[config.mk]
export PLATFORM = sky130hd
export DESIGN_NAME = smpclk_div
export DESIGN_NICKNAME = d
export VERILOG_FILES = /design/src/rtl/smpclk_gate_ctl.sv /design/src/rtl/smpclk_period_ctr.sv /design/src/rtl/smpclk_wave.sv /design/src/rtl/smpclk_div.sv
export SDC_FILE = /design/constraint.sdc
export NUM_CORES = 1
export LEC_CHECK = 0
export ABC_AREA = 1
export BUFFER_PORTS_ARGS = -buffer_cell sky130_fd_sc_hd__buf_2
export CAP_MARGIN = 30
export CORE_ASPECT_RATIO = 0.9
export CORE_MARGIN = 1.5
export CORE_UTILIZATION = 50
export CTS_BUF_LIST = sky130_fd_sc_hd__clkbuf_4 sky130_fd_sc_hd__clkbuf_8 sky130_fd_sc_hd__clkbuf_16
export DETAILED_ROUTE_END_ITERATION = 10
export HOLD_SLACK_MARGIN = 0.08
export PLACE_DENSITY = 0.69
export SLEW_MARGIN = 40
export SYNTH_ARGS = -nofsm -noshare
export SYNTH_HDL_FRONTEND = slang
export SYNTH_HIERARCHICAL = 1
export SYNTH_SLANG_ARGS = --single-unit
export TNS_END_PERCENT = 5
[constraint.sdc]
create_clock -name clk_i -period 10.89 [get_ports clk_i]
set_input_delay 3.267 -clock clk_i [delete_from_list [all_inputs] [get_ports clk_i]]
set_output_delay 3.267 -clock clk_i [all_outputs]
set_load 0.01 [all_outputs]
[src/rtl/smpclk_gate_ctl.sv]
module smpclk_gate_ctl #(
   parameter int CODE_W = 8
) (
   input  logic              clk_i,
   input  logic              rst_i,
   input  logic [CODE_W-1:0] div_code_i,
   input  logic              wrap_i,
   output logic              active_q,
   output logic              active_d,
   output logic              reload_o
);
   logic code_nz, start, stop;

   always_comb begin
      code_nz  = |div_code_i;
      start    = !active_q && code_nz;
      stop     = active_q && wrap_i && !code_nz;
      reload_o = start || (active_q && wrap_i && code_nz);
      active_d = start || (active_q && !stop);
   end

   always_ff @(posedge clk_i) begin
      if (rst_i) active_q <= 1'b0;
      else       active_q <= active_d;
   end
endmodule

[src/rtl/smpclk_period_ctr.sv]
module smpclk_period_ctr #(
   parameter int CODE_W = 8
) (
   input  logic              clk_i,
   input  logic              rst_i,
   input  logic              active_q,
   input  logic              active_d,
   input  logic              reload_i,
   input  logic [CODE_W-1:0] div_code_i,
   input  logic [CODE_W-1:0] hi_code_i,
   output logic [CODE_W-1:0] cnt_q,
   output logic [CODE_W-1:0] div_q,
   output logic [CODE_W-1:0] cnt_d,
   output logic [CODE_W-1:0] div_d,
   output logic [CODE_W-1:0] hi_d,
   output logic              wrap_o
);
   logic [CODE_W-1:0] hi_q;

   always_comb begin
      wrap_o = active_q && (cnt_q == div_q);
      div_d  = div_q;
      hi_d   = hi_q;
      if (!active_d) begin
         cnt_d = '0;
      end else if (reload_i) begin
         cnt_d = '0;
         div_d = div_code_i;
         hi_d  = hi_code_i;
      end else begin
         cnt_d = cnt_q + 1'b1;
      end
   end

   always_ff @(posedge clk_i) begin
      if (rst_i) begin
         cnt_q <= '0;
         div_q <= '0;
         hi_q  <= '0;
      end else begin
         cnt_q <= cnt_d;
         div_q <= div_d;
         hi_q  <= hi_d;
      end
   end
endmodule

[src/rtl/smpclk_wave.sv]
module smpclk_wave #(
   parameter int CODE_W = 8,
   parameter bit HAS_HI = 1'b1
) (
   input  logic              clk_i,
   input  logic              rst_i,
   input  logic              active_d,
   input  logic [CODE_W-1:0] cnt_d,
   input  logic [CODE_W-1:0] div_d,
   input  logic [CODE_W-1:0] hi_d,
   output logic              clk_o
);
   localparam int LEN_W = CODE_W + 1;
   logic [LEN_W-1:0] hlen;

   generate
      if (HAS_HI) begin : g_duty
         logic [CODE_W-1:0] clip;
         always_comb begin
            clip = (hi_d > div_d) ? div_d : hi_d;
            hlen = {1'b0, clip} + 1'b1;
         end
      end else begin : g_half
         always_comb hlen = ({1'b0, div_d} + 1'b1) >> 1;
      end
   endgenerate

   always_ff @(posedge clk_i) begin
      if (rst_i) clk_o <= 1'b0;
      else       clk_o <= active_d && ({1'b0, cnt_d} < hlen);
   end
endmodule

[src/rtl/smpclk_div.sv]
module smpclk_div #(
   parameter int CODE_W = 8,
   parameter bit HAS_HI = 1'b1
) (
   input  logic              clk_i,
   input  logic              rst_i,
   input  logic [CODE_W-1:0] div_code_i,
   input  logic [CODE_W-1:0] hi_code_i,
   output logic              clk_o
);
   generate
      if (CODE_W < 1 || CODE_W > 16) begin : g_bad_width
         $error("smpclk_div: CODE_W must be 1..16");
      end
   endgenerate

   logic              active_q, active_d, reload, wrap;
   logic [CODE_W-1:0] cnt_q, div_q, cnt_d, div_d, hi_d;

   smpclk_gate_ctl #(.CODE_W(CODE_W)) gate_i (
      .clk_i(clk_i), .rst_i(rst_i), .div_code_i(div_code_i),
      .wrap_i(wrap), .active_q(active_q), .active_d(active_d),
      .reload_o(reload));

   smpclk_period_ctr #(.CODE_W(CODE_W)) ctr_i (
      .clk_i(clk_i), .rst_i(rst_i), .active_q(active_q),
      .active_d(active_d), .reload_i(reload), .div_code_i(div_code_i),
      .hi_code_i(hi_code_i), .cnt_q(cnt_q), .div_q(div_q),
      .cnt_d(cnt_d), .div_d(div_d), .hi_d(hi_d), .wrap_o(wrap));

   smpclk_wave #(.CODE_W(CODE_W), .HAS_HI(HAS_HI)) wave_i (
      .clk_i(clk_i), .rst_i(rst_i), .active_d(active_d),
      .cnt_d(cnt_d), .div_d(div_d), .hi_d(hi_d), .clk_o(clk_o));
endmodule

==> results of run 1 <==
## state kept, by name, summed over array words and instances (netlist names)
name and flops:
wave_i/clk_o 1, gate_i/active_q 1, ctr_i/div_q 8, ctr_i/hi_q 8, ctr_i/cnt_q 8
## power breakdown
| part | switching (uW) | internal, uW | leakage, uW |
|---|---|---|---|
| Sequential | 2.82 | 101 | 0.000215 |
| Combinational | 73.5 | 41.8 | 0.000932 |
| Clock | 31.7 | 32.3 | 0.0000288 |
## final timing paths
path	start	to	slack, ps	depth (start not counted)
worst max-delay path	div_code_i[1]	wave_i/clk_o$_SDFF_PP0_	3820	35
worst min-delay path	gate_i/active_q$_SDFF_PP0_	gate_i/active_q$_SDFF_PP0_	520	2
worst max register to register	ctr_i/cnt_q[3]$_SDFF_PP0_	wave_i/clk_o$_SDFF_PP0_	6150	38
worst min register to register	gate_i/active_q$_SDFF_PP0_	gate_i/active_q$_SDFF_PP0_	520	2
## cell usage in the layout (no fill, tap or decap), types with 2 or more instances in the layout
cell and n:
inv_1 69, nand2_1 69, nor2_1 38, dfxtp_1 26, o21ai_2 19, buf_2 18, ha_1 17, nand3_1 10
a21oi_1 8, nor3_1 7, nor2_2 6, o21ai_0 6, nand2_2 5, clkbuf_8 4, inv_2 4, xor2_1 4
xnor2_1 3, nor2_4 2, nand4_1 2
## area by class of cell
cell class                      count  area [um2]  area share, %
Multi-Input combinational cell    207        1205          54.72
Timing Repair Buffer               18       90.09          4.091
Clock buffer                        4       55.05          2.500
Tap cell                           46       57.56          2.614
Inverter                           73       274.0          12.44
Sequential cell                    26       520.5          23.64
## layer usage
metal | part of all wire [%] | track usage (%)
met5 | 0 | 0
met4 | 0.54 | 2.830
met3 | 2.8 | 3.312
met2 | 47 | 35.73
met1 | 49 | 26.23
## worst register-to-register path: cells and delay by family (launching register included)
kind,cells,cell delay (ps)
xor gates and xnor gates,1,140
AOI/OAI and AO/OA,5,740
buffers and inverters,7,550
and+or+nand+nor,22,2040
adders and majority gates,3,790
DFF,1,420
## cells by family after synthesis
logic type	after synthesis	share of synthesized area (%)
compound gates	39	13.99
simple gates	144	31.27
xor+xnor	7	2.981
buf+inv	79	16.12
fa+ha+maj	17	10.34
flops	26	25.30
## stage by stage
| stage | instance area, um2 | worst slack, ps | cells | total power, uW |
|---|---|---|---|---|
| 6_report | 2202 | 3815 | 374 | 283.1 |
| 5_1_grt | 2202 | 3320 | 374 | 309.2 |
| 4_1_cts | 2202 | 3827 | 374 | 287.9 |
| 3_5_place_dp | 2147 | 3535 | 370 | 222.3 |
| 3_3_place_gp | 2147 | 3590 | 370 | 219.8 |
| 2_1_floorplan | 2057 | 4262 | 312 | 203.9 |
==> results.yml, run 1 <==
outcome:
  status: "finished clean"
timing:
  rsz0062_at_grt: "no"
  max_freq_mhz: 141.3
  worst_slew_pin_slew_ps: 710.1
  relSlewSlack_pct: 52.49
  timing.setup.tns_ps: 0
  drv_slew: 0
  fin_crit_ps: 7075
  period_share_pct: 64.96
  hold_viol: 0
  whs_ps: 520.6
  fin_worst_skew_ps: 1.840
  setup_viol: 0
layout:
  layout-drive-gt1-share_pct: 19.21
  diodes: 0
  final_core_util_pct: 57.40
  fin_nets: 364
  syn_to_final_growth_pct: 7.056
  n_fill_cell: 387
yosys:
  synth_seq_cells: 26
  synth_area_leaders: "dfxtp_1 25%, inv_1 13%, nand2_1 13%, ha_1 10%, o21ai_2 8.1%"
  synth_cells: 312
  avgSynthCellArea_um2: 6.593
  syn-num-nets: 347
  synth_area_um2: 2057
  ys_warn_count: 6
  ys_async_sr_fraction_pct: 0
  synth-main-ff-cell: "dfxtp_1"
  synth_cell_types: 32
  yosysTopAreaCellShare_pct: 25.30
  seq_area_frac_synth_pct: 25.30
  synth.top_cells.by_count: "69 x inv_1, 69 x nand2_1, 38 x nor2_1"
  synth_edf_count: 0
  yosysTopAreaCell: "dfxtp_1"
routing:
  vias_per_cell: 4.762
  ant_nets: 0
  drt-pass1-iter-count: 4
  drc: 0
  drt_iter0_drc: 106
  detail_route.wl_per_cell_um: 10.86
  num_vias: 1781
  wirelength_um: 4060
critical_path:
  worstSetupPathType: "primary input to flop"
  cp.arrival_ps: 7280
  cp.required_ps: 11100
  end_kind: "flop"
  cp_top_family: "simple AND/OR/NAND/NOR gates"
  start_kind: "primary input"
  cp_common_cell: "nand2_1"
  crit_path_top_delay_cell: "nand2_2"
  crit_path_max_fanout: 32
  crit_buf_inv: 6
  cpPeakStageDelay_ps: 480
floorplanning:
  die_h_um: 63.85
  coreArea_um2: 3836
  initial_utilization_pct: 53.62
  die_x_um: 70.61
  die_area_um2: 4508
  row_count: 21
  io_pins: 19
grt:
  first_global_vias: 1674
  gr-usage-all-layers_pct: 20.11
  overflow: 0
  grt_pass1_wl_um: 7258
  grt_max_degree: 33
  antenna_found_initial: 0
clocking:
  hold_buffers: 0
  clock_sinks: 26
  cts_max_level: 1
  cts_buffer_depth: 2
  tritoncts: "built"
  cts_buffers: 3
  clk_latency_ps: 270
  cts_root_buf: "clkbuf_8"
  path_clk_slew_ps: 90
  cts_resized: 0
  cts_setup_buffers: 0
placed_design:
  gp_congestion: 0.8408
  hpwl_um: 3397
  io_buffers: 18
pwr:
  power_leakage_uw: 0.001175
  peakVddDrop_uv: 75.93
  p_per_area_nw_per_um2: 128.6
hold_path:
  hold_path_class: "flop to flop"
job:
  maxCapViolations: 0
Power figures use the tool's default switching activity.
==> run 2, diff against run 1 <==
Settings changed: PLACE_DENSITY 0.69 to 0.72.
Clock period 10.89 ns to 6.1 ns, I/O delays scaled along.
==> run 2 against run 1 <==
- routed wire length is 2.7% higher
- hold slack better by 4.3 ps
- total power increased by 92%
==> results.yml, run 2 (synthesized netlist as in run 1, its figures left out) <==
outcome:
  status: "finished clean"
timing:
  period_share_pct: 88.25
  hold_viol: 0
  worst_slew_pin_slew_ps: 511.9
  fin_crit_ps: 5383
  relSlewSlack_pct: 65.88
  max_freq_mhz: 185.8
  rsz0062_at_grt: "no"
  timing.setup.tns_ps: 0
  fin_worst_skew_ps: 9.209
  setup_viol: 0
  drv_slew: 0
floorplanning:
  die_h_um: 63.85
  io_pins: 19
  row_count: 21
  initial_utilization_pct: 53.62
  die_area_um2: 4508
  coreArea_um2: 3836
  die_x_um: 70.61
grt:
  gr-usage-all-layers_pct: 19.81
  overflow: 0
  first_global_vias: 1655
  antenna_found_initial: 0
  grt_pass1_wl_um: 7148
  grt_max_degree: 27
placed_design:
  dp_cells: 372
  io_buffers: 18
  gp_congestion: 0.8021
  hpwl_um: 3340
  post_dp_cell_area_um2: 2162
clocking:
  tritoncts: "built"
  cts_resized: 0
  hold_buffers: 0
  clock_sinks: 26
  cts_max_level: 1
  cts_buffer_depth: 2
  cts_root_buf: "clkbuf_8"
  cts_setup_buffers: 0
  path_clk_slew_ps: 100
  cts_buffers: 3
  clk_latency_ps: 280
layout:
  syn_to_final_growth_pct: 8.577
  final_cell_mix: "69 x inv_1, 69 x nand2_1, 38 x nor2_1, 26 x dfxtp_1, 19 x o21ai_2"
  fin_cells: 376
  top_regs: "ctr_i/cnt_q x8, ctr_i/div_q x8, ctr_i/hi_q x8"
  fin_nets: 366
  fin_area_um2: 2233
  diodes: 0
  layout-drive-gt1-share_pct: 19.70
  n_fill_cell: 386
  final_core_util_pct: 58.22
pwr:
  p_sw_uw: 198.1
  p_comb_share_pct: 38.7
  pwr-share-seq_pct: 34.2
  p_per_area_nw_per_um2: 243.0
  peakVddDrop_uv: 108.8
  power_leakage_uw: 0.001192
  p_sw_share_pct: 36.51
  clock_power_share_pct: 27.1
  p_int_uw: 344.5
critical_path:
  cp_common_cell: "nand2_1"
  crit_buf_inv: 6
  crit_path_top_delay_cell: "ha_1"
  cp_top_family: "simple AND/OR/NAND/NOR gates"
  worstSetupPathType: "primary input to flop"
  cp.depth: 35
  r2r_cells: 38
  cpPeakStageDelay_ps: 320
  end_kind: "flop"
  cp.required_ps: 6320
  crit_path_max_fanout: 18
  start_kind: "primary input"
  cp.arrival_ps: 5610
routing:
  wirelength_um: 4171
  drc: 0
  drt_iter0_drc: 125
  drt-pass1-iter-count: 4
  ant_nets: 0
  vias_per_cell: 4.787
  num_vias: 1800
  detail_route.wl_per_cell_um: 11.09
hold_path:
  holdPathStages: 4
  hold_path_class: "flop to flop"
job:
  maxCapViolations: 0
## run 2: cell types whose count changed in the layout (fill, tap and decap cells not counted)
cell / before / now
bufinv_16: 0 / 1
buf_4: 0 / 2
clkbuf_8: 4 / 3
## run 2: layer usage
layer  vias to the layer above  part of all wire (%)  GRT usage, %
met2                        43                    44         32.78
met4                         0                  0.65         4.953
met3                         5                   6.0         3.628
li1                        989                     -             -
met1                       763                    49         26.71
met5                         -                     0             0
## run 2: tightest hold or removal path, cell delays in order (launching register included)
cell and delay, ps:
dfxtp_1 310, inv_1 40, nand2_1 50, o21ai_2 60, nor2_1 40
## run 2: final cells by class
type / instances / area [um2] / share of cell area (%)
multi-input cells: 207 / 1205 / 53.95
flip-flops and latches: 26 / 520.5 / 23.31
inverters: 73 / 274.0 / 12.27
repair buffers: 20 / 105.1 / 4.706
well taps: 46 / 57.56 / 2.577
clock buffers: 3 / 41.29 / 1.849
clock inverters: 1 / 30.03 / 1.345
## run 2: final timing paths
kind                                           startpoint                  endpoint  slack (ps)
worst max-delay path                        div_code_i[5]   wave_i/clk_o$_SDFF_PP0_         720
worst min-delay path             ctr_i/hi_q[2]$_SDFF_PP0_  ctr_i/hi_q[2]$_SDFF_PP0_         520
worst max register to register  ctr_i/cnt_q[3]$_SDFF_PP0_   wave_i/clk_o$_SDFF_PP0_        1560
worst min register to register   ctr_i/hi_q[2]$_SDFF_PP0_  ctr_i/hi_q[2]$_SDFF_PP0_         520
## run 2: power groups by stage
| stage | Combinational (uW) | Sequential (uW) | Clock (uW) |
|---|---|---|---|
| 2_1_floorplan | 176 | 188 | 0 |
| 3_3_place_gp | 203 | 189 | 0 |
| 3_5_place_dp | 210 | 189 | 0 |
| 4_1_cts | 211 | 185 | 151 |
| 5_1_grt | 244 | 187 | 157 |
| 6_report | 210 | 185 | 147 |
## run 2: through the flow
step | setup slack (ps) | hold WS (ps) | total power [uW]
final | 716.5 | 524.9 | 542.7
after CTS | 739.1 | 524.8 | 547.6
after floorplan | 909.0 | 468.3 | 364.0
after global placement | 567.7 | 504.9 | 392.5
after global routing | 232.4 | 556.8 | 587.8
after detailed placement | 438.2 | 509.9 | 398.9
